**src/rtl/sirq_host.sv**
```systemverilog
module sirq_host #(
  parameter int MAX_SLOTS   = 32,
  parameter int BASE_FRAMES = 17,
  parameter int CFG_W       = 11
) (
  input  logic                 clk,
  input  logic                 rst_n,
  input  logic                 cfg_we,
  input  logic [CFG_W-1:0]     cfg_wdata,
  output logic [CFG_W-1:0]     cfg_rdata,
  output logic                 sirq_oe,
  output logic                 sirq_do,
  input  logic                 sirq_di,
  output logic [MAX_SLOTS-1:0] irq_o,
  output logic                 smi_o
);
  localparam int SLOT_W = $clog2(MAX_SLOTS);

  typedef enum logic [2:0] {S_IDLE, S_START, S_STA_TA, S_DATA, S_STOP, S_STP_TA} st_t;

  st_t                  st;
  logic [CFG_W-1:0]     cfg_q;
  logic [2:0]           cnt;
  logic [1:0]           ph;
  logic [SLOT_W-1:0]    slot, last;
  logic [MAX_SLOTS-1:0] shadow, lat;
  logic [2:0]           wid_m1;
  logic                 en_nx;

  assign en_nx = cfg_we ? cfg_wdata[0] : cfg_q[0];

  always_comb
    case (cfg_q[7:6])
      2'd1:    wid_m1 = 3'd5;
      2'd2:    wid_m1 = 3'd7;
      default: wid_m1 = 3'd3;
    endcase

  always_ff @(posedge clk or negedge rst_n) begin
    if (!rst_n) begin
      st     <= S_IDLE;
      cfg_q  <= '0;
      cnt    <= '0;
      ph     <= '0;
      slot   <= '0;
      last   <= '0;
      shadow <= '0;
      lat    <= '0;
    end else begin
      if (cfg_we) cfg_q <= cfg_wdata;
      if (!en_nx) begin
        st  <= S_IDLE;
        lat <= '0;
      end else begin
        case (st)
          S_IDLE:
            if (cfg_q[0] && (!cfg_q[1] || !sirq_di)) begin
              st     <= S_START;
              cnt    <= cfg_q[1] ? wid_m1 - 3'd1 : wid_m1;
              last   <= SLOT_W'(BASE_FRAMES - 1) + SLOT_W'(cfg_q[5:2]);
              shadow <= '0;
            end
          S_START:
            if (cnt == 3'd0) st <= S_STA_TA;
            else cnt <= cnt - 3'd1;
          S_STA_TA: begin
            st   <= S_DATA;
            ph   <= 2'd0;
            slot <= '0;
          end
          S_DATA: begin
            if (ph == 2'd0) shadow[slot] <= !sirq_di;
            if (ph == 2'd2) begin
              ph <= 2'd0;
              if (slot == last) begin
                st  <= S_STOP;
                cnt <= cfg_q[1] ? 3'd1 : 3'd2;
              end else begin
                slot <= slot + 1'b1;
              end
            end else begin
              ph <= ph + 2'd1;
            end
          end
          S_STOP:
            if (cnt == 3'd0) st <= S_STP_TA;
            else cnt <= cnt - 3'd1;
          S_STP_TA: begin
            st  <= S_IDLE;
            lat <= shadow;
          end
          default: st <= S_IDLE;
        endcase
      end
    end
  end

  assign cfg_rdata = cfg_q;
  assign sirq_oe   = (st == S_START) || (st == S_STOP);
  assign sirq_do   = 1'b0;
  assign irq_o     = lat ^ MAX_SLOTS'({cfg_q[9], cfg_q[8]});
  assign smi_o     = lat[2] ^ cfg_q[10];

  a_r1_off_no_drive: assert property (@(posedge clk) disable iff (!rst_n)
    !cfg_q[0] |-> !sirq_oe);
  a_r1_off_smi_idle: assert property (@(posedge clk) disable iff (!rst_n)
    !cfg_q[0] |-> (smi_o == cfg_q[10]));
  a_r3_slot_bound: assert property (@(posedge clk) disable iff (!rst_n)
    (st == S_DATA) |-> (slot <= last));
  a_r5_stop_short: assert property (@(posedge clk) disable iff (!rst_n)
    (st == S_STOP) |-> (cnt <= 3'd2));
  a_r6_quiet_wait: assert property (@(posedge clk) disable iff (!rst_n)
    (st == S_IDLE && cfg_q[1] && sirq_di && !cfg_we) |=> (st == S_IDLE));
  a_r9_hold_vector: assert property (@(posedge clk) disable iff (!rst_n)
    (st != S_STP_TA && en_nx && cfg_q[0]) |=> $stable(lat));
endmodule

```
**config.mk**
```make
export PLATFORM = sky130hd
export DESIGN_NAME = sirq_host
export DESIGN_NICKNAME = d
export VERILOG_FILES = /design/src/rtl/sirq_host.sv
export SDC_FILE = /design/constraint.sdc
export NUM_CORES = 1
export LEC_CHECK = 0
export ABC_AREA = 1
export BUFFER_PORTS_ARGS = -buffer_cell sky130_fd_sc_hd__buf_2
export CAP_MARGIN = 10
export CORE_MARGIN = 1
export CORE_UTILIZATION = 41
export DETAILED_ROUTE_END_ITERATION = 8
export PLACE_DENSITY = 0.72
export SLEW_MARGIN = 20
export SYNTH_ARGS = -nofsm -noshare
export SYNTH_HDL_FRONTEND = slang
export SYNTH_SLANG_ARGS = --single-unit
```
**constraint.sdc**
```tcl
create_clock -name clk -period 1.6 [get_ports clk]
set_clock_uncertainty 0.1 [all_clocks]
set_input_delay 0.24 -clock clk [delete_from_list [all_inputs] [get_ports clk]]
set_output_delay 0.24 -clock clk [all_outputs]
set_load 0.03 [all_outputs]
```
==> summary.txt, run 1 <==
Run status
  – Status: finished, violations left
  – Failing checks: setup timing

Floorplan
  – # rows: 38
  – Die H: 109 um
  – Core area: 0.0110 sq mm
  – Die width: 109 um
  – # IOs: slightly above 60
  – DIE AREA: 0.0120 sq mm
  – Starting Density: 0.429

Power
  – Switching power: 3010 uW
  – Clock power share: 0.268
  – Gate power share: 0.397
  – Int Power: 5130 uW
  – PwrDens: 1380 mW/mm^2
  – Register share of total power: 0.335
  – Worst VDD drop: 0.970 mV
  – Sw Share: 0.370
  – Leakage power: 0.00272 uW

Timing
  – Final setup fails: 36
  – Setup TNS: -1910 ps
  – Fmax achieved: 597 MHz
  – Min cycle time layout: 1670 ps
  – Final Cycle Share: 1.05
  – Final Hold Viols: 0
  – RSZ-0062 raised after global routing: true
  – Final worst slack: -73.8 ps
  – Fin. max-slew vios: 0

Yosys
  – Syn Nets: around 590
  – Synth cell types: 33
  – Number of synthesized flops with an enable pin: 0
  – Seq cells post-synth: 93
  – Synthesized instance count: 567
  – Mapped Avg Cell Area: 8.34 sq um
  – YS warnings: 0
  – Post-synth ARST share: 1.00
  – Main synth FF type: dfrtp_1
  – Sequential share of the synthesized area: 0.492
  – Mapped Area: 0.00473 sq mm

Cells and area
  – Fin util: 0.535
  – Ant diodes: 0
  – Final nets: 652
  – Most frequent cells in the layout: 124 x inv_1, 88 x dfrtp_1, 61 x nand2_1, 57 x o22ai_1, 57 x buf_2
  – Layout cells sized above 1: 0.306
  – Most common cell after layout, fill and taps aside: inv_1
  – Area grow syn2layout: 24.9%

Placement
  – Gpl congestion: 0.852
  – DPL Wire Length: ~6.9 mm
  – Count of input and output buffers: 59

CTS
  – CTS Buf Count: 9
  – Clk_lat worst skew: 350 ps
  – CTS sink cnt: 93
  – H-tree depth: 3
  – Clk root buf: clkbuf_16
  – Worst-path clk slew: about 70 ps
  – Maximum buffer depth of the clock tree: 2
  – TritonCTS clock tree: yes

Setup path
  – WP data arrival: 1800 ps
  – Reg2reg setup slack: -70 ps
  – Crit Path Class: reg2reg
  – Critical path required time: roughly 1700 ps
  – Worst Path Max Fanout: 8
  – Worst Setup Start Kind: flip-flop
  – Critical Path End Type: flip-flop

Worst hold path
  – Hold Path Class: in2reg

Global routing
  – Routing usage on met3: 0.0344
  – GR peak layer: met2
  – Number of global-route vias before repair: 3761
  – Initial antenna violation count: 0
  – Met1 Usage GRT: 0.245
  – First-pass GRT wire length: 17.5 mm
  – Largest net degree at the start of global routing: between 40 and 50
  – GR Overflow Total: 0
  – GRT Total Usage: 0.190
  – Grt met2 use: 0.318

Drt
  – Drt drc: 0
  – Vias: 3959
  – Total Wirelength: around 11 mm
  – WL per Instance: 14.4 um
  – Initial DRT Pass Iterations: 4
  – Drt via density: just over 5
  – Routed Antenna Nets: 0
  – 1st-iter DRT viols: 271

Run
  – Maxcap violations: 0
## cells in the mapped netlist (all sizes together) (3+ instances only)
library cell  count  area, sq um
xor2              3         26.3
nand3            20          110
buf              47          334
inv             131          492
dfrtp            93         2330
nand2            69          264
ha                7         87.6
nor2             49          196
o22ai            64          413
mux2              4         45.0
o21ai            20          115
clkbuf            6         22.5
nand4             7         43.8
a21oi            36          180
## sequential cells by signal (all words and copies together), names as in the netlist
register   cells
cfg_rdata     11
last           5
st             3
shadow        32
slot           5
cnt            3
ph             2
lat           32
## path summary, 6_finish.rpt
kind,start,cells after the start,endpoint
max,st[2],8,shadow[4]
min,cfg_wdata[7],3,cfg_rdata[7]
max reg2reg,st[2],8,shadow[4]
min reg2reg,last[4],2,last[4]
max in group asynchronous,rst_n,3,slot[0]
min in group asynchronous,rst_n,2,lat[11]
## power by group through the flow
stage / registers [uW] / clock network (uW) / logic [uW]
6_report: 2730 / 2190 / 3230
5_1_grt: 2750 / 2310 / 3480
4_1_cts: 2700 / 2230 / 2440
3_5_place_dp: 2740 / 0 / 2170
3_3_place_gp: 2740 / 0 / 2100
2_1_floorplan: 2770 / 0 / 1530
## worst max-delay path: stages (launching register included)
cell	delay, ps
dfrtp_1	390
inv_2	100
nand2_1	210
nor2_4	80
nor2_4	180
nand2_8	100
clkbuf_16	180
a21oi_2	130
o22ai_2	80
## metal layers
layer,vias to the layer above,wire [um]
li1,1909,-
met3,19,554
met4,0,252
met5,-,0
met2,114,5590
met1,1917,4750
## cell families (layout without fill, tap and decap cells)
| group | count (synthesis) | after routing | share of synthesized area |
|---|---|---|---|
| AND/OR/NAND/NOR | 148 | 148 | 0.134 |
| XOR/XNOR | 4 | 4 | 0.00741 |
| flip-flops | 93 | 93 | 0.492 |
| buffers and inverters | 185 | 252 | 0.180 |
| multiplexers | 4 | 4 | 0.00953 |
| other | 1 | 1 | 0.000793 |
| adder cells (fa/ha/maj) | 7 | 7 | 0.0185 |
| AO/OA/AOI/OAI | 125 | 126 | 0.157 |
## area by class of cell
cell class / count / area (sq um)
Tap cell: 140 / 175
Multi-Input combinational cell: 290 / 1810
Fill cell: 988 / 5130
Clock buffer: 10 / 239
Sequential cell: 93 / 2330
Inverter: 132 / 495
Timing Repair Buffer: 104 / 778
Clock inverter: 6 / 70.1
## per-stage QoR
| stage | instance area, sq um | hold slack [ps] | worst slack (ps) | std cells | power, uW |
|---|---|---|---|---|---|
| global route | 5900 | 22.3 | -141 | 775 | 8540 |
| floorplan | 4730 | -156 | 0.688 | 567 | 4300 |
| global placement | 5110 | 0.0847 | 15.9 | 740 | 4840 |
| finish | 5900 | 7.31 | -73.8 | 775 | 8150 |
| CTS | 5570 | 0.468 | -32.9 | 763 | 7360 |
| detailed placement | 5110 | 4.80 | -8.11 | 740 | 4920 |
## repair_timing
item | in CTS | in global routing
gates resized for setup | 24 | 61
hold buffers | 2 | 0
hold endpoints to repair | 94 | 0
buffers inserted | 5 | 9
gates cloned | 0 | 3
pin swaps | 4 | 5
setup endpoints to repair | 9 | 80
No activity file was read; power rests on OpenSTA's default activity.
==> run 2: changes to the inputs <==
Settings changed: BUFFER_PORTS_ARGS -buffer_cell sky130_fd_sc_hd__buf_2 to unset, DONT_BUFFER_PORTS set to 1, PLACE_DENSITY 0.72 to 0.67.
==> summary.txt, run 2 (synthesized netlist as in run 1, its figures left out) <==
Run status
  – Status: finished, violations left
  – Failing checks: hold timing, setup timing

Cells and area
  – Final nets: 608 (-6.7%)
  – Ant diodes: 0 (unchanged)
  – # fillers: 1018 (+3.0%)
  – Post-route cell area: 0.00581 sq mm (-1.5%)
  – Layout cells sized above 1: 0.249 (-0.0568)
  – Most frequent cells in the layout: 126 x inv_1, 85 x dfrtp_1, 60 x o22ai_1, 55 x nand2_1, 40 x nor2_1
  – Cell Count, Final, Fillers Out: 731 (-5.7%)
  – Area grow syn2layout: 23.0%
  – Most common cell after layout, fill and taps aside: inv_1

Drt
  – Routed Antenna Nets: 0 (unchanged)
  – WL per Instance: 15.8 um (+9.6%)
  – Vias: 3791 (-4.2%)
  – 1st-iter DRT viols: 262 (-3.3%)
  – Drt via density: 5.19 (+1.5%)
  – Total Wirelength: 11.5 mm (+3.4%)
  – Drt drc: 0 (unchanged)
  – Initial DRT Pass Iterations: 4 (unchanged)

Timing
  – Fin Hold WS: -517 ps (-524 ps)
  – Final setup fails: 73 (+100%)
  – Fin. max-slew vios: 0 (unchanged)
  – Min cycle time layout: 1720 ps (+49.0 ps)
  – Fmax achieved: 580 MHz (-2.8%)
  – Final Cycle Share: 1.08 (+0.0306)
  – Final Hold Viols: 93 (+93)
  – Rel. slew slack: 0.633
  – RSZ-0062 raised after global routing: true
  – Final worst slack: -123 ps (-49.0 ps)
  – Worst-Margin Slew: around 550 ps

Power
  – Total Power: 8210 uW (+0.79%)
  – Worst VDD drop: 0.847 mV (-13%)
  – Leakage power: 0.00252 uW (-7.2%)
  – PwrDens: 1410 mW/mm^2 (+2.3%)

Floorplan
  – Die width: 109 um (unchanged)
  – Starting Density: 0.429 (unchanged)
  – DIE AREA: 0.0120 sq mm (unchanged)
  – Core area: 0.0110 sq mm (unchanged)
  – # rows: 38 (unchanged)
  – Die H: 109 um (unchanged)
  – # IOs: 61 (unchanged)

Global routing
  – Number of global-route vias before repair: 3695 (-1.8%)
  – GR Overflow Total: 0 (unchanged)
  – Largest net degree at the start of global routing: 94 (+92%)
  – GRT Total Usage: 0.188 (-0.00144)
  – Initial antenna violation count: 0 (unchanged)
  – First-pass GRT wire length: 17.2 mm (-1.8%)

Setup path
  – Worst Setup Start Kind: flip-flop
  – Crit Path Class: reg2reg
  – Stages on the worst setup path: 9 (+1)
  – Delay-heaviest family, CP: simple AND/OR/NAND/NOR gates
  – RR Startpoint: st[0]
  – Slowest stage delay, CP: 430 ps (+40 ps)
  – Most common cell on crit path: nand2_1
  – Reg2reg path depth: 9 (+1)
  – Critical Path End Type: flip-flop
  – Critical path required time: 1740 ps (about the same)
  – WP data arrival: 1860 ps (+60 ps)
  – Worst Path Max Fanout: 4 (-4)
  – CP cell instances: nor2_2, buf_4, inv_1, o21ai_0, nand2_2, nor2_4, nand3_2, nand2_1, nand2_1
  – Critical path buffers and inverters: 2 (unchanged)
  – Slowest-stage cell, CP: dfrtp_1
  – Setup crit start: st[0]

CTS
  – TritonCTS clock tree: yes
  – Clk_lat worst skew: 350 ps (about the same)
  – Cts hold-fix bufs: 11 (+9)
  – Worst-path clk slew: 70 ps (about the same)
  – CTS Buf Count: 9 (unchanged)
  – Maximum buffer depth of the clock tree: 2 (unchanged)
  – Clk root buf: clkbuf_16
  – H-tree depth: 3 (unchanged)
  – CTS sink cnt: 93 (unchanged)

Placement
  – Post-DP Area: 0.00483 sq mm (-5.5%)
  – DP Worst Slack: -46.3 ps (-38.2 ps)
  – Gpl congestion: 0.878 (+3.0%)
  – Count of input and output buffers: 0 (-100%)
  – DPL Wire Length: 6.55 mm (-5.3%)
  – Post-placement cell count: 683 (-7.7%)

Run
  – Maxcap violations: 0 (unchanged)

Worst hold path
  – Hold Path Class: in2async
## run 2: power breakdown
group	total, uW	internal (uW)	switching [uW]
logic	3320	1440	1890
registers	2760	2540	214
clock network	2130	1190	935
## run 2: final cells by class
type	count	area [sq um]	area share
Clock buffer	13	270	0.0465
Clock inverter	3	25.0	0.00430
Inverter	132	498	0.0856
Multi-Input combinational cell	289	1820	0.312
Sequential cell	93	2340	0.402
Tap cell	140	175	0.0301
Timing Repair Buffer	61	693	0.119
## run 2: metrics by stage
step | setup TNS, ps | utilization | hold WS, ps
after detailed placement | -112 | 0.438 | -154
after floorplan | 0 | - | -156
after CTS | -200 | 0.485 | -533
after global placement | 0 | 0.438 | -153
final | -4860 | 0.527 | -517
after global routing | -9560 | 0.527 | -533
## run 2: worst paths after layout
path	endpoint	slack (ps)
min	slot[2]	-520
min in group clk	cfg_rdata[0]	90
max reg2reg	cnt[1]	-120
max	cnt[1]	-120
max in group asynchronous	shadow[27]	1750
min reg2reg	last[4]	390
## run 2: repair_timing
| action | CTS | global route |
|---|---|---|
| gates resized for setup | 22 | 75 |
| setup endpoints to repair | 8 | 83 |
| setup buffers | 6 | 8 |
| pin swaps | 4 | 20 |
| cloned | 0 | 7 |
| hold endpoints to repair | 103 | 93 |
## run 2: layer usage
metal / GRT usage / wire, um
met1: 0.223 / 4840
met4: 0.0952 / 331
met3: 0.0421 / 536
met5: 0 / 0
met2: 0.321 / 5820
